File: config.mk
export PLATFORM = sky130hd
export DESIGN_NAME = inner_label_filter
export DESIGN_NICKNAME = d
export VERILOG_FILES = /design/src/rtl/ilf_pkg.sv /design/src/rtl/ilf_parser.sv /design/src/rtl/ilf_port_lookup.sv /design/src/rtl/inner_label_filter.sv
export SDC_FILE = /design/constraint.sdc
export NUM_CORES = 1
export LEC_CHECK = 0
export CORE_AREA = 2 2 276 278
export CTS_BUF_LIST = sky130_fd_sc_hd__clkbuf_4
export DETAILED_ROUTE_END_ITERATION = 10
export DIE_AREA = 0 0 278 280
export DONT_BUFFER_PORTS = 1
export PLACE_DENSITY = 0.35
export SETUP_SLACK_MARGIN = 0.02
export SYNTH_ARGS = -nofsm -noshare
export SYNTH_HDL_FRONTEND = slang
export SYNTH_SLANG_ARGS = --single-unit
File: constraint.sdc
create_clock -name clk -period 6.7 [get_ports clk]
set_clock_uncertainty 0.2 [all_clocks]
set_input_delay 1.005 -clock clk [delete_from_list [all_inputs] [get_ports clk]]
set_output_delay 1.005 -clock clk [all_outputs]
set_load 0.05 [all_outputs]
File: src/rtl/ilf_pkg.sv
package ilf_pkg;

  localparam int VID_W   = 12;
  localparam int LABEL_W = 2 * VID_W;
  localparam int CVID_W  = VID_W;

  localparam logic [15:0] ET_VLAN = 16'h8100;
  localparam logic [15:0] ET_FINE = 16'h893B;

  typedef enum logic [1:0] {
    CLS_UNKNOWN = 2'd0,
    CLS_VLAN    = 2'd1,
    CLS_FINE    = 2'd2,
    CLS_BAD     = 2'd3
  } lbl_class_e;

  typedef struct packed {
    logic               valid;
    logic               fine;
    logic [LABEL_W-1:0] label;
    logic [CVID_W-1:0]  cvid;
  } lbl_entry_t;

  localparam int ENTRY_W = $bits(lbl_entry_t);

endpackage

File: src/rtl/ilf_parser.sv
module ilf_parser
  import ilf_pkg::*;
(
  input  logic        clk,
  input  logic        rst,
  input  logic        in_valid,
  input  logic        in_sof,
  input  logic        in_eof,
  input  logic [7:0]  in_data,
  output logic        done,
  output lbl_class_e  cls,
  output logic [15:0] w_hi,
  output logic [15:0] w_lo
);

  logic       armed;
  logic [2:0] cnt;
  logic       fine_q;
  logic [7:0] r_b0;
  logic [7:0] r_b2;
  logic [7:0] r_b3;
  logic [7:0] r_b4;
  logic [7:0] r_b6;

  logic        active;
  logic [2:0]  pos;
  logic [15:0] et1;
  logic [15:0] et2;

  assign active = in_valid && (in_sof || armed);
  assign pos    = in_sof ? 3'd0 : cnt;
  assign et1    = {r_b0, in_data};
  assign et2    = {r_b4, in_data};
  assign w_hi   = (pos == 3'd3) ? {r_b2, in_data} : {r_b2, r_b3};
  assign w_lo   = {r_b6, in_data};

  // Decision for the byte being accepted this cycle.
  always_comb begin
    done = 1'b0;
    cls  = CLS_UNKNOWN;
    if (active) begin
      unique case (pos)
        3'd1: if (et1 != ET_VLAN && et1 != ET_FINE) begin
                done = 1'b1;
                cls  = CLS_UNKNOWN;
              end
        3'd3: if (!fine_q) begin
                done = 1'b1;
                cls  = CLS_VLAN;
              end
        3'd5: if (fine_q && et2 != ET_FINE) begin
                done = 1'b1;
                cls  = CLS_BAD;
              end
        3'd7: begin
                done = 1'b1;
                cls  = CLS_FINE;
              end
        default: ;
      endcase
      if (!done && in_eof) begin
        done = 1'b1;
        cls  = CLS_BAD;
      end
    end
  end

  always_ff @(posedge clk) begin
    if (rst) begin
      armed  <= 1'b0;
      cnt    <= 3'd0;
      fine_q <= 1'b0;
    end else if (active) begin
      if (done) begin
        armed <= 1'b0;
        cnt   <= 3'd0;
      end else begin
        armed <= 1'b1;
        cnt   <= pos + 3'd1;
      end
      if (pos == 3'd1) fine_q <= (et1 == ET_FINE);
    end
  end

  // Byte capture: data registers carry no reset.
  always_ff @(posedge clk) begin
    if (active) begin
      unique case (pos)
        3'd0: r_b0 <= in_data;
        3'd2: r_b2 <= in_data;
        3'd3: r_b3 <= in_data;
        3'd4: r_b4 <= in_data;
        3'd6: r_b6 <= in_data;
        default: ;
      endcase
    end
  end

  // one decision per frame unless a new frame starts.
  p_single_done_r12: assert property (@(posedge clk) disable iff (rst)
    done |=> (!done || (in_valid && in_sof)));

  // an armed parser always sits inside the label area.
  p_cnt_inside_r4: assert property (@(posedge clk) disable iff (rst)
    armed |-> (cnt != 3'd0));

endmodule

File: src/rtl/ilf_port_lookup.sv
module ilf_port_lookup
  import ilf_pkg::*;
#(
  parameter int SLOTS = 4
) (
  input  logic                     kind_fine,
  input  logic [LABEL_W-1:0]       key,
  input  logic [SLOTS*ENTRY_W-1:0] tbl,
  output logic                     hit,
  output logic [CVID_W-1:0]        cvid
);

  logic [SLOTS-1:0]  slot_hit;
  logic [CVID_W-1:0] slot_cvid [SLOTS];
  logic [CVID_W-1:0] mapped;

  for (genvar s = 0; s < SLOTS; s++) begin : g_slot
    lbl_entry_t ent;
    assign ent = tbl[s*ENTRY_W +: ENTRY_W];
    // Kinds must agree; VLAN entries compare the 12-bit ID only.
    assign slot_hit[s] = ent.valid && (ent.fine == kind_fine) &&
                         (kind_fine ? (ent.label == key)
                                    : (ent.label[VID_W-1:0] == key[VID_W-1:0]));
    assign slot_cvid[s] = ent.cvid;
  end

  always_comb begin
    mapped = '0;
    for (int s = SLOTS - 1; s >= 0; s--) begin
      if (slot_hit[s]) mapped = slot_cvid[s];
    end
    hit  = |slot_hit;
    cvid = '0;
    if (hit) cvid = kind_fine ? mapped : key[CVID_W-1:0];
  end

endmodule

File: src/rtl/inner_label_filter.sv
module inner_label_filter
  import ilf_pkg::*;
#(
  parameter int PORTS = 4,
  parameter int SLOTS = 4
) (
  input  logic                           clk,
  input  logic                           rst,
  input  logic                           in_valid,
  input  logic                           in_sof,
  input  logic                           in_eof,
  input  logic [7:0]                     in_data,
  input  logic [PORTS*SLOTS*ENTRY_W-1:0] cfg_table,
  input  logic [PORTS-1:0]               cfg_strip,
  output logic                           res_valid,
  output logic [1:0]                     res_class,
  output logic [LABEL_W-1:0]             res_label,
  output logic [2:0]                     res_xpri,
  output logic                           res_xdei,
  output logic [2:0]                     res_npri,
  output logic                           res_ndei,
  output logic [PORTS-1:0]               res_permit,
  output logic [PORTS-1:0]               res_strip,
  output logic [PORTS*CVID_W-1:0]        res_cvid
);

  localparam int PORT_TBL_W = SLOTS * ENTRY_W;

  logic               psr_done;
  lbl_class_e         psr_cls;
  logic [15:0]        psr_hi;
  logic [15:0]        psr_lo;
  logic               kind_fine;
  logic [LABEL_W-1:0] key;
  logic [PORTS-1:0]   lk_hit;
  logic [PORTS*CVID_W-1:0] lk_cvid;

  ilf_parser u_parser (
    .clk      (clk),
    .rst      (rst),
    .in_valid (in_valid),
    .in_sof   (in_sof),
    .in_eof   (in_eof),
    .in_data  (in_data),
    .done     (psr_done),
    .cls      (psr_cls),
    .w_hi     (psr_hi),
    .w_lo     (psr_lo)
  );

  assign kind_fine = (psr_cls == CLS_FINE);
  assign key = kind_fine ? {psr_hi[VID_W-1:0], psr_lo[VID_W-1:0]}
                         : {{VID_W{1'b0}}, psr_hi[VID_W-1:0]};

  for (genvar p = 0; p < PORTS; p++) begin : g_port
    ilf_port_lookup #(.SLOTS(SLOTS)) u_lookup (
      .kind_fine (kind_fine),
      .key       (key),
      .tbl       (cfg_table[p*PORT_TBL_W +: PORT_TBL_W]),
      .hit       (lk_hit[p]),
      .cvid      (lk_cvid[p*CVID_W +: CVID_W])
    );
  end

  always_ff @(posedge clk) begin
    if (rst) begin
      res_valid  <= 1'b0;
      res_class  <= CLS_UNKNOWN;
      res_label  <= '0;
      res_xpri   <= '0;
      res_xdei   <= 1'b0;
      res_npri   <= '0;
      res_ndei   <= 1'b0;
      res_permit <= '0;
      res_strip  <= '0;
      res_cvid   <= '0;
    end else if (psr_done) begin
      res_valid  <= 1'b1;
      res_class  <= psr_cls;
      res_label  <= '0;
      res_xpri   <= '0;
      res_xdei   <= 1'b0;
      res_npri   <= '0;
      res_ndei   <= 1'b0;
      res_permit <= '0;
      res_strip  <= '0;
      res_cvid   <= '0;
      if (psr_cls == CLS_VLAN || psr_cls == CLS_FINE) begin
        res_label  <= key;
        res_xpri   <= psr_hi[15:13];
        res_xdei   <= psr_hi[12];
        res_npri   <= kind_fine ? psr_lo[15:13] : psr_hi[15:13];
        res_ndei   <= kind_fine ? psr_lo[12] : psr_hi[12];
        res_permit <= lk_hit;
        res_strip  <= lk_hit & cfg_strip;
        res_cvid   <= lk_cvid;
      end
    end else if (in_valid && in_sof) begin
      res_valid <= 1'b0;
    end
  end

  // a held result does not move until the next frame starts.
  p_hold_r11: assert property (@(posedge clk) disable iff (rst)
    (res_valid && !(in_valid && in_sof)) |=>
      (res_valid && $stable(res_class) && $stable(res_permit) && $stable(res_label)));

  // a fresh start marker withdraws the old result.
  p_sof_clear_r11: assert property (@(posedge clk) disable iff (rst)
    (in_valid && in_sof && !in_eof) |=> !res_valid);

  // every parser decision shows up as a valid result.
  p_done_valid_r11: assert property (@(posedge clk) disable iff (rst)
    psr_done |=> res_valid);

  // unknown frames are forwarded without any port decision.
  p_unknown_quiet_r2: assert property (@(posedge clk) disable iff (rst)
    (res_valid && res_class == CLS_UNKNOWN) |-> (res_permit == '0 && res_strip == '0));

  // malformed frames reach no port.
  p_bad_quiet_r3: assert property (@(posedge clk) disable iff (rst)
    (res_valid && res_class == CLS_BAD) |-> (res_permit == '0 && res_cvid == '0));

endmodule

Word-level counts from Yosys, hierarchy flattened
Index checks and enable logic that the tools add are counted.
{ "op_classes": {"add_sub_neg": 1, "eq_ne": 61, "mux": 69, "bitwise_logic": 1, "reduce_logical": 52} }
{ "op_table": {"columns": ["cell", "count"], "rows": [
  ["24-bit == test", 16],
  ["12-bit two-way mux", 24],
  ["12-bit == test", 16],
  ["24-bit two-way mux", 2],
  ["48-bit two-way mux", 1],
  ["16-bit inequality test (second input constant)", 3],
  ["1-bit logical AND", 37],
  ["1-bit two-way mux", 29],
  ["1-bit == test", 16],
  ["16-bit == test (second input constant)", 1],
  ["4-bit OR reduction", 4],
  ["3-bit two-way mux", 5],
  ["3-bit == test (second input constant)", 4],
  ["2-bit AND reduction", 6],
  ["4-bit two-way mux", 2],
  ["8-bit two-way mux", 1],
  ["3-bit by 2-bit == test with 1-bit output (second input constant)", 2],
  ["2-bit two-way mux", 3],
  ["2-bit case mux with 3 select lines", 1],
  ["4-bit bitwise AND", 1],
  ["1-bit case mux with 4 select lines", 1],
  ["3-bit by 1-bit adder with 3-bit output (second input constant)", 1],
  ["3-bit by 1-bit == test with 1-bit output (second input constant)", 1],
  ["3-bit zero test", 1],
  ["5 further kinds", 6]
]} }
{ "totals": {"reg_bits": 136, "inputBits": 625, "output_inout_bits": 91, "wordCells": 202} }

Longest topological paths before layout
Gate-level depths: netlist of the first run.
{ "logic_depth": {"depth_word": 21, "depth_mapped": 24} }

Hierarchy
A second synthesis of the first run with hierarchy kept.
{ "hier_totals": {"cells_unflattened": 1482, "area_unflattened_um2": 13312.8} }
{ "modules_own_cells": {"columns": ["mod", "instances", "cells_per_inst", "area_each_um2"], "rows": [
  ["ilf_port_lookup", 4, 239, 1885.6],
  ["inner_label_filter", 1, 402, 3852.4],
  ["ilf_parser", 1, 124, 1918.1]
]} }

Worst setup path before layout of the first run
Ideal clock, no wire load.
{ "synth_timing": {"path_type": "input-to-reg", "startpoint": "input in_sof", "endpoint": "register res_cvid[46]", "arrival_ns": 5.393, "t_required_ns": 6.363, "setup_slack_ns": 0.970, "stages": 21, "n_path_buf": 3, "path_cell_list": "nand2b_1 inv_1 ha_1 ha_1 buf_6 a22o_1 o31ai_1 a21oi_1 nand2b_1 ha_1 or3b_2 and2_1 buf_4 xor2_1 nand4_1 or4_4 nor4_2 clkbuf_1 a311oi_1 a211oi_1 o31ai_1"} }
{ "synth_via": {"elab_chain_cells": 20, "elab_cells_between_ends": 53, "classes_between": "eq/ne (18); mux (21); reduce/logical (14)"} }
{ "synth_rtl": {"columns": ["element", "line_no", "text"], "rows": [
  ["start: declaration", "inner_label_filter.sv:10", "input logic in_sof,"],
  ["3-bit two-way mux", "ilf_parser.sv:31", "assign pos = in_sof ? 3'd0 : cnt;"],
  ["3-bit == test (tied with other cells)", "ilf_parser.sv:42", "unique case (pos)"],
  ["1-bit case mux with 4 select lines", "ilf_parser.sv:42", null],
  ["1-bit two-way mux", "ilf_parser.sv:41", "if (active) begin"],
  ["1-bit zero test", "ilf_parser.sv:61", "if (!done && in_eof) begin"],
  ["1-bit logical AND", "ilf_parser.sv:61", null],
  ["2-bit two-way mux", "ilf_parser.sv:61", null],
  ["2-bit two-way mux", "ilf_parser.sv:41", null],
  ["2-bit == test", "inner_label_filter.sv:51, inner_label_filter.sv:88", null],
  ["24-bit two-way mux", "inner_label_filter.sv:52", "assign key = kind_fine ? {psr_hi[VID_W-1:0], psr_lo[VID_W-1:0]}"],
  ["24-bit == test / 12-bit == test (equally long branches)", "ilf_port_lookup.sv:22, ilf_port_lookup.sv:23", null],
  ["1-bit two-way mux", "ilf_port_lookup.sv:22", "(kind_fine ? (ent.label == key)"],
  ["1-bit logical AND", "ilf_port_lookup.sv:21", "assign slot_hit[s] = ent.valid && (ent.fine == kind_fine) &&"],
  ["12-bit two-way mux (4 in series)", "ilf_port_lookup.sv:30", "if (slot_hit[s]) mapped = slot_cvid[s];"],
  ["12-bit two-way mux (2 in series)", "ilf_port_lookup.sv:34", "if (hit) cvid = kind_fine ? mapped : key[CVID_W-1:0];"],
  ["48-bit two-way mux", "inner_label_filter.sv:88", "if (psr_cls == CLS_VLAN || psr_cls == CLS_FINE) begin"],
  ["end signal: assignment", "inner_label_filter.sv:96", "res_cvid <= lk_cvid;"],
  ["end: declaration", "inner_label_filter.sv:24", "output logic [PORTS*CVID_W-1:0] res_cvid"]
]} }
Parallel ways exist; a longest one is shown, timed or not. The select of a mux whose other input is x is not followed.
A chain may end at the register's enable or synchronous reset.

Worst setup path in the final report of the first run
{ "layout_timing": {"startpoint": "register u_parser.cnt[0]", "endpoint": "register res_cvid[10]"} }
{ "layout_via": {"elab_chain_cells": 20, "elab_cells_between_ends": 51, "classes_between": "eq/ne (18); mux (21); reduce/logical (12)"} }
{ "layout_rtl": {"columns": ["element", "line_no", "text"], "rows": [
  ["start: declaration", "ilf_parser.sv:17", "logic [2:0] cnt;"],
  ["start signal: assignment", "ilf_parser.sv:79", "cnt <= pos + 3'd1;"],
  ["3-bit two-way mux (*)", "ilf_parser.sv:31", null],
  ["3-bit == test (tied with other cells)", "ilf_parser.sv:42", null],
  ["1-bit case mux with 4 select lines", "ilf_parser.sv:42", null],
  ["1-bit two-way mux", "ilf_parser.sv:41", null],
  ["1-bit zero test", "ilf_parser.sv:61", null],
  ["1-bit logical AND", "ilf_parser.sv:61", null],
  ["2-bit two-way mux", "ilf_parser.sv:61", null],
  ["2-bit two-way mux", "ilf_parser.sv:41", null],
  ["2-bit == test", "inner_label_filter.sv:51, inner_label_filter.sv:88", null],
  ["24-bit two-way mux", "inner_label_filter.sv:52", null],
  ["24-bit == test / 12-bit == test (equally long branches)", "ilf_port_lookup.sv:22, ilf_port_lookup.sv:23", null],
  ["1-bit two-way mux", "ilf_port_lookup.sv:22", null],
  ["1-bit logical AND", "ilf_port_lookup.sv:21", null],
  ["12-bit two-way mux (4 in series)", "ilf_port_lookup.sv:30", null],
  ["12-bit two-way mux (2 in series)", "ilf_port_lookup.sv:34", null],
  ["48-bit two-way mux", "inner_label_filter.sv:88", null]
]} }
Mark *: on every way between the ends. The rest lies on a longest branch, timed or not. The select of a mux whose other input is x is not followed.

==> summary.md, run 1 <==
| Metric | Value |
|---|---|
| Status | finished clean |
| Sequential power share | between 40% and 50% |
| Synth top area share | around 16% |
| Sink Count | between 100 and 150 |
| Die Height | around 280 um |
| P_sw | 0.000694 W |
| Htree depth | 4 |
| Vias | around 12000 |
| Global-route wire length before repair | 111000 um |
| Via density per instance | slightly below 5 |
| Placed Cells | around 2500 |
| Ordered list of cells on the worst path | nor2b_1, buf_4, ha_1, ha_1, a22o_1, o31ai_1, a21oi_1, nand2b_1, ha_4, o21ai_0, and2_1, buf_4, xnor2_1, nor4_1, nand3_1, buf_4, or2_1, or3_1, a32oi_1, o21ai_1 |
| Layout cells sized above 1 | about an eighth |
| Slew Limit Headroom | 26.0% |
| Clock Tree Buf Depth | 2 |
| Synth area leaders | xor2_1, dfxtp_1, xnor2_1 |
| Post-synth EDFFs | 40 |
| Core Region | approximately 75000 um^2 |
| Pwr dens | ~130 nW/um^2 |
| Largest net degree at the start of global routing | 43 |
| Most common cell in the netlist | xor2_1 |
| Chip width | between 200 and 300 um |
| Routed Antenna Nets | 0 |
| Sw Share | 37.1% |
| CTS root buf | clkbuf_4 |
| TNS Setup | 0 ns |
| Max stage delay on crit path | 0.91 ns |
| TritonCTS clock tree | yes |
| Period minus WS final | 6.22 ns |
| Synth Register Bits | around 140 |
| Cell row count | ~100 |
| Gate Count Post-Synth | approximately 1500 |
| VDD IR max | between 0.06 and 0.07 mV |
| RSZ-0062 raised after global routing | no |
| Max-slew violations | 0 |
| Yosys top cell by area | xor2_1 |
| Placed cell area | roughly 14000 um^2 |
| Layout Nets | ~2100 |
| Gr ovfl total | 0 |
| DIE AREA | 77800 um^2 |
| Distinct cell type count after synthesis | 79 |
| Area grow syn2layout | 13.6% |
| GRT Total Usage | 20.9% |
| Synthesized area | 12800 um^2 |
| Fin. Hold Viols | 0 |
| Clock power frac | a little under a third |
| Drt drc | 0 |
| Worst EP arrival | ~6.7 ns |
| CTS Buf Count | 17 |
| Post-synth top flop | dfxtp_1 |
| Initial cell density of the core | roughly 17% |
| CP Max Fanout | 13 |
| Crit path max-delay cell type | and2_1 |
| Post-synth top cells | xor2_1, xnor2_1, dfxtp_1, nand2_1, nand3_1 |
| Worst-Margin Slew | roughly 1.1 ns |
| DRT iter0 DRCs | 822 |
| Nature of the critical path startpoint | flop |
| Post-synth ARST share | 0% |
| Seq/Total Area, Yosys | between 20% and 30% |
| Max-Cap Viols | 0 |
| Worst hold path class | input port to flop |
| GP Congestion | just under 1 |
| Reg clk slew, reported paths | 0.15 ns |
| Synth warn | 0 |
| Worst-skew pair later-pin latency | between 0.7 and 0.8 ns |
| Comb power frac | between 20% and 30% |
| Buffers on Ports | 0 |
| DRT Wirelength | about 85000 um |
| Post-CTS setup repair buffer count | 0 |
| Final cell count without fillers | around 2500 |
| Design Area, Final | about 15000 um^2 |
| Power Internal | between 0.001 and 0.0015 W |
| # IOs | 716 |
| Mean post-synth cell area | around 8.5 um^2 |
| Pleak | 4.66 nW |
| Number of global-route vias before repair | ~12000 |
| Cell mode on critical path | buf_4 |
| DR pass1 iterations | 5 |
| Wirelength per Cell | 33.7 um |
| Initial antenna violation count | 10 |
| Crit path kind | flop to flop |
| Syn nets | 2143 |
| Post-DP HPWL | roughly 71000 um |
| Final critical-path share of the clock period | between 90 and 100% |
| Worst setup EP type | flop |
| Count of final setup violators | 0 |
| Worst EP required | slightly above 7 ns |
| Fmax | about 160 MHz |
## power by group through the flow
stage,Combinational [W],Sequential [W],Clock (W)
final,0.000411,0.000869,0.000591
after global routing,0.000444,0.000870,0.000652
after CTS,0.000416,0.000869,0.000632
after detailed placement,0.000411,0.000887,0
after global placement,0.000411,0.000887,0
after floorplan,0.000274,0.000884,0
## cell families (layout without fill, tap and decap cells)
logic type      count (synthesis)  after routing  share of synthesized area (%)
compound gates                353            353                           20.3
buf+inv                       129            143                           5.33
fa+ha+maj                       7              7                          0.683
other cells                     0              7                              0
simple gates                  477            477                           20.1
mux                            30             30                           3.28
flops                         136            136                           24.3
xor+xnor                      379            379                           25.9
## critical path: cells and delay by family (launching register included)
| kind | cells | cell delay, ns |
|---|---|---|
| XOR/XNOR | 1 | 0.07 |
| buffers and inverters | 3 | 0.76 |
| AO/OA/AOI/OAI | 6 | 1.46 |
| AND/OR/NAND/NOR | 7 | 2.62 |
| flip-flops | 1 | 0.34 |
| adder cells (fa/ha/maj) | 3 | 0.64 |
## layer usage
| layer | track usage (%) | vias up | wire, um |
|---|---|---|---|
| met4 | 6.51 | 8 | 2210 |
| met5 | 0 | - | 51 |
| met2 | 36.3 | 563 | 41900 |
| met1 | 24.3 | 6210 | 33900 |
| met3 | 6.52 | 84 | 6450 |
| li1 | - | 5617 | - |
## repair_timing
item / 4_1_cts / 5_1_grt
resized for setup: 0 / 1
hold buffers: 1 / 0
endpoints found under the setup margin: 0 / 1
endpoints found under the hold margin: 11 / 0
## per-stage QoR
step	power (W)	utilization (%)	hold slack, ns	worst slack [ns]
global placement	0.00130	19.0	0.241	-0.440
detailed placement	0.00130	19.0	0.240	-0.435
CTS	0.00192	19.4	0.000561	0.175
finish	0.00187	19.4	0.132	0.479
global route	0.00197	19.4	0.0303	0.0375
floorplan	0.00116	-	0.232	0.970
## flip-flops by register name, indices dropped and copies added (netlist names), 2 cells and up
| register | cells |
|---|---|
| res_cvid | 48 |
| u_parser.r_b4 | 8 |
| u_parser.r_b3 | 8 |
| u_parser.r_b2 | 8 |
| res_label | 24 |
| res_strip | 4 |
| u_parser.cnt | 3 |
| u_parser.r_b0 | 8 |
| u_parser.r_b6 | 8 |
| res_permit | 4 |
| res_class | 2 |
| res_npri | 3 |
| res_xpri | 3 |
## layout by cell type (no fill, tap or decap), types with 20 or more instances in the layout
cell       instances
xor2_1           232
xnor2_1          147
dfxtp_1           96
nand2_1           93
buf_4             90
nand3_1           80
nor3_1            77
o31ai_1           46
nor2_1            41
a21oi_1           41
edfxtp_1          40
nand4_1           36
o21ai_0           34
o32ai_1           26
a31oi_1           23
o2111ai_1         23
a211oi_1          22
nor4_1            20
## cell type report
type | instances | area [um^2]
fill | 8375 | 60600
multi-input combinational | 1246 | 9130
sequential | 136 | 3120
tap | 978 | 1220
timing repair buffer | 95 | 766
clock buffer | 17 | 128
clock inverter | 15 | 126
inverter | 16 | 60.1
antenna | 7 | 17.5
## worst paths after layout
| kind | startpoint | to | slack [ns] | cells after the start |
|---|---|---|---|---|
| hold / removal | rst | u_parser.cnt[0]$_SDFFE_PP0P_ | 0.13 | 1 |
| hold reg to reg | u_parser.cnt[1]$_SDFFE_PP0P_ | u_parser.cnt[1]$_SDFFE_PP0P_ | 0.26 | 2 |
| setup / recovery | u_parser.cnt[0]$_SDFFE_PP0P_ | res_cvid[10]$_SDFFE_PP0P_ | 0.48 | 20 |
| setup reg to reg | u_parser.cnt[0]$_SDFFE_PP0P_ | res_cvid[10]$_SDFFE_PP0P_ | 0.48 | 20 |
Note: power is estimated with default switching activity, not from simulation.
==> run 2: changes to the inputs <==
- MAX_ROUTING_LAYER: default -> met4
- TNS_END_PERCENT: default -> 20
==> run 2 against run 1 <==
Effect of this change: flip-flop and latch count unchanged; wire length up 2.0%; sequential power about the same; worst hold slack worse by 0.0026 ns; largest cell class unchanged; highest routed layer is now met4.
==> summary.md, run 2 (same netlist as run 1, synthesis figures left out) <==
| Metric | Value |
|---|---|
| Initial cell density of the core | between 10% and 20% |
| Comb power frac | between 20% and 30% |
| DRT Wirelength | about 86000 um |
| Chip width | 278 um |
| Reg clk slew, reported paths | around 0.14 ns |
| Pre-CTS setup slack | -0.235 ns |
| Top routing layer in use | met4 |
| Number of global-route vias before repair | approximately 12000 |
| Worst-skew pair later-pin latency | about 0.7 ns |
| Core Region | between 70000 and 80000 um^2 |
| Global-route wire length before repair | 112000 um |
| VDD IR max | between 0.09 and 0.1 mV |
| Pwr dens | about 140 nW/um^2 |
| Sequential power share | around 44% |
| Most frequent cells in the layout | xor2_1, xnor2_1, dfxtp_1, nand2_1, buf_4 |
| Initial antenna violation count | 10 |
| # IOs | roughly 720 |
| Regs by FF count | res_cvid (48), res_label (24) |
| Flip-flop count of the largest register after layout | 48 |
| Largest Register | res_cvid |
| Area grow syn2layout | 14.7% |
| Layout cells sized above 1 | 13.2% |
| Max-slew violations | 0 |
| # hold bufs at CTS | 0 |
| Wire length on met2 | 42400 um |
| Nature of the critical path startpoint | flop |
| Final critical-path share of the clock period | a little over nine tenths |
| WL met1 | 35100 um |
| Via density per instance | just under 5 |
| Wirelength per Cell | approximately 34 um |
| Clock power frac | a little over a third |
| Slew Limit Headroom | 19.7% |
| Worst EP arrival | ~6.7 ns |
| Gr ovfl total | 0 |
| Die Height | approximately 280 um |
| CP Max Fanout | 13 |
| Period minus WS final | ~6.3 ns |
| Cell row count | about 100 |
| Worst setup EP type | flop |
| Largest net degree at the start of global routing | 61 |
| Worst-Margin Slew | around 1.2 ns |
| Sink Count | 136 |
| Sw Share | 33.8% |
| Total power | approximately 0.002 W |
| P_sw | 0.000674 W |
| Clock Tree Buf Depth | 2 |
| Layout Nets | ~2100 |
| Drt drc | 0 |
| TritonCTS clock tree | yes |
| DRT iter0 DRCs | 798 |
| RSZ-0062 raised after global routing | no |
| Final WS setup | ~0.42 ns |
| GRT Total Usage | between 20% and 30% |
| Routed Antenna Nets | 0 |
| Worst EP required | a little over 7 ns |
| Htree depth | 4 |
| Met3 WL post-DR | ~6400 um |
| Commonest non-fill, non-tap cell in the layout | xor2_1 |
| Worst hold path class | input port to flop |
| Post-DP HPWL | ~72000 um |
| Max-Cap Viols | 0 |
| Fin. Hold Viols | 0 |
| Crit path kind | flop to flop |
| Power Internal | roughly 0.0013 W |
| Count of final setup violators | 0 |
| Status | finished clean |
| Buffers on Ports | 0 |
| Pleak | approximately 4.7 nW |
| Vias | about 12000 |
| GP Congestion | just under 1 |
| Fmax | 159 MHz |
| CTS Buf Count | 17 |
| DIE AREA | 77800 um^2 |
| DR pass1 iterations | 5 |
| CTS root buf | clkbuf_4 |
[run 2: changes by cell type in the layout (fill, tap and decap cells not counted), sizes merged]
cell	delta
diode	+5
dlygate4sd3	-1
inv	-4
clkinv	+2
buf	+2
bufinv	+4
clkinvlp	-2
[run 2: critical path, stage by stage (launching register included)]
cell and delay (ns):
edfxtp_1 0.39, nor4bb_1 0.51, nand4_1 0.23, a22o_1 0.28, o31ai_1 0.39, a221oi_1 0.17
nor2_1 0.22, ha_4 0.33, mux2i_4 0.61, buf_12 0.23, xor2_1 0.16, nand4_1 0.26
or4_4 0.53, nor4_4 0.58, buf_4 0.31, a311oi_1 0.11, buf_4 0.23, a211o_1 0.26
a22o_1 0.17
[run 2: repair_timing]
action	in CTS	in global routing
setup buffers	0	0
resized for setup	0	1
endpoints found under the setup margin	0	1
[run 2: through the flow]
step | cells | util, % | area [um^2] | TNS [ns] | hold WS, ns
2_1_floorplan | 1511 | - | 12800 | 0 | 0.232
3_3_place_gp | 2472 | 19.1 | 14400 | -0.635 | 0.245
3_5_place_dp | 2472 | 19.1 | 14400 | -0.871 | 0.247
4_1_cts | 2504 | 19.5 | 14700 | 0 | 0.0211
5_1_grt | 2512 | 19.6 | 14700 | 0 | 0.0374
6_report | 2516 | 19.6 | 14700 | 0 | 0.129
[run 2: final timing paths]
| check | startpoint | slack [ns] | endpoint | cells after the start |
|---|---|---|---|---|
| worst max register to register | u_parser.r_b4[1]$_DFFE_PP_ | 0.42 | res_cvid[47]$_SDFFE_PP0P_ | 18 |
| worst min-delay path | rst | 0.13 | u_parser.cnt[1]$_SDFFE_PP0P_ | 1 |
| worst min register to register | u_parser.cnt[1]$_SDFFE_PP0P_ | 0.27 | u_parser.cnt[1]$_SDFFE_PP0P_ | 2 |
| worst max-delay path | u_parser.r_b4[1]$_DFFE_PP_ | 0.42 | res_cvid[47]$_SDFFE_PP0P_ | 18 |
[run 2: final cells by class]
type                            count  area, um^2
Fill cell                        8381       60500
Multi-Input combinational cell   1246        9130
Tap cell                          978        1220
Antenna cell                       12        30.0
Timing Repair Buffer               96         821
Clock inverter                     15         198
Inverter                           16        60.1
Clock buffer                       17         128
Sequential cell                   136        3120
[run 2: per-layer routing]
metal | vias to the layer above | track usage, %
met1 | 6214 | 25.0
met4 | 0 | 6.22
met5 | - | -
met2 | 554 | 36.9
li1 | 5629 | -
met3 | 74 | 6.50
[run 2: power groups by stage]
stage	Clock, W	Sequential, W	Combinational [W]
CTS	0.000748	0.000869	0.000419
detailed placement	0	0.000887	0.000417
finish	0.000710	0.000869	0.000414
global route	0.000771	0.000870	0.000446
floorplan	0	0.000884	0.000274
global placement	0	0.000887	0.000416
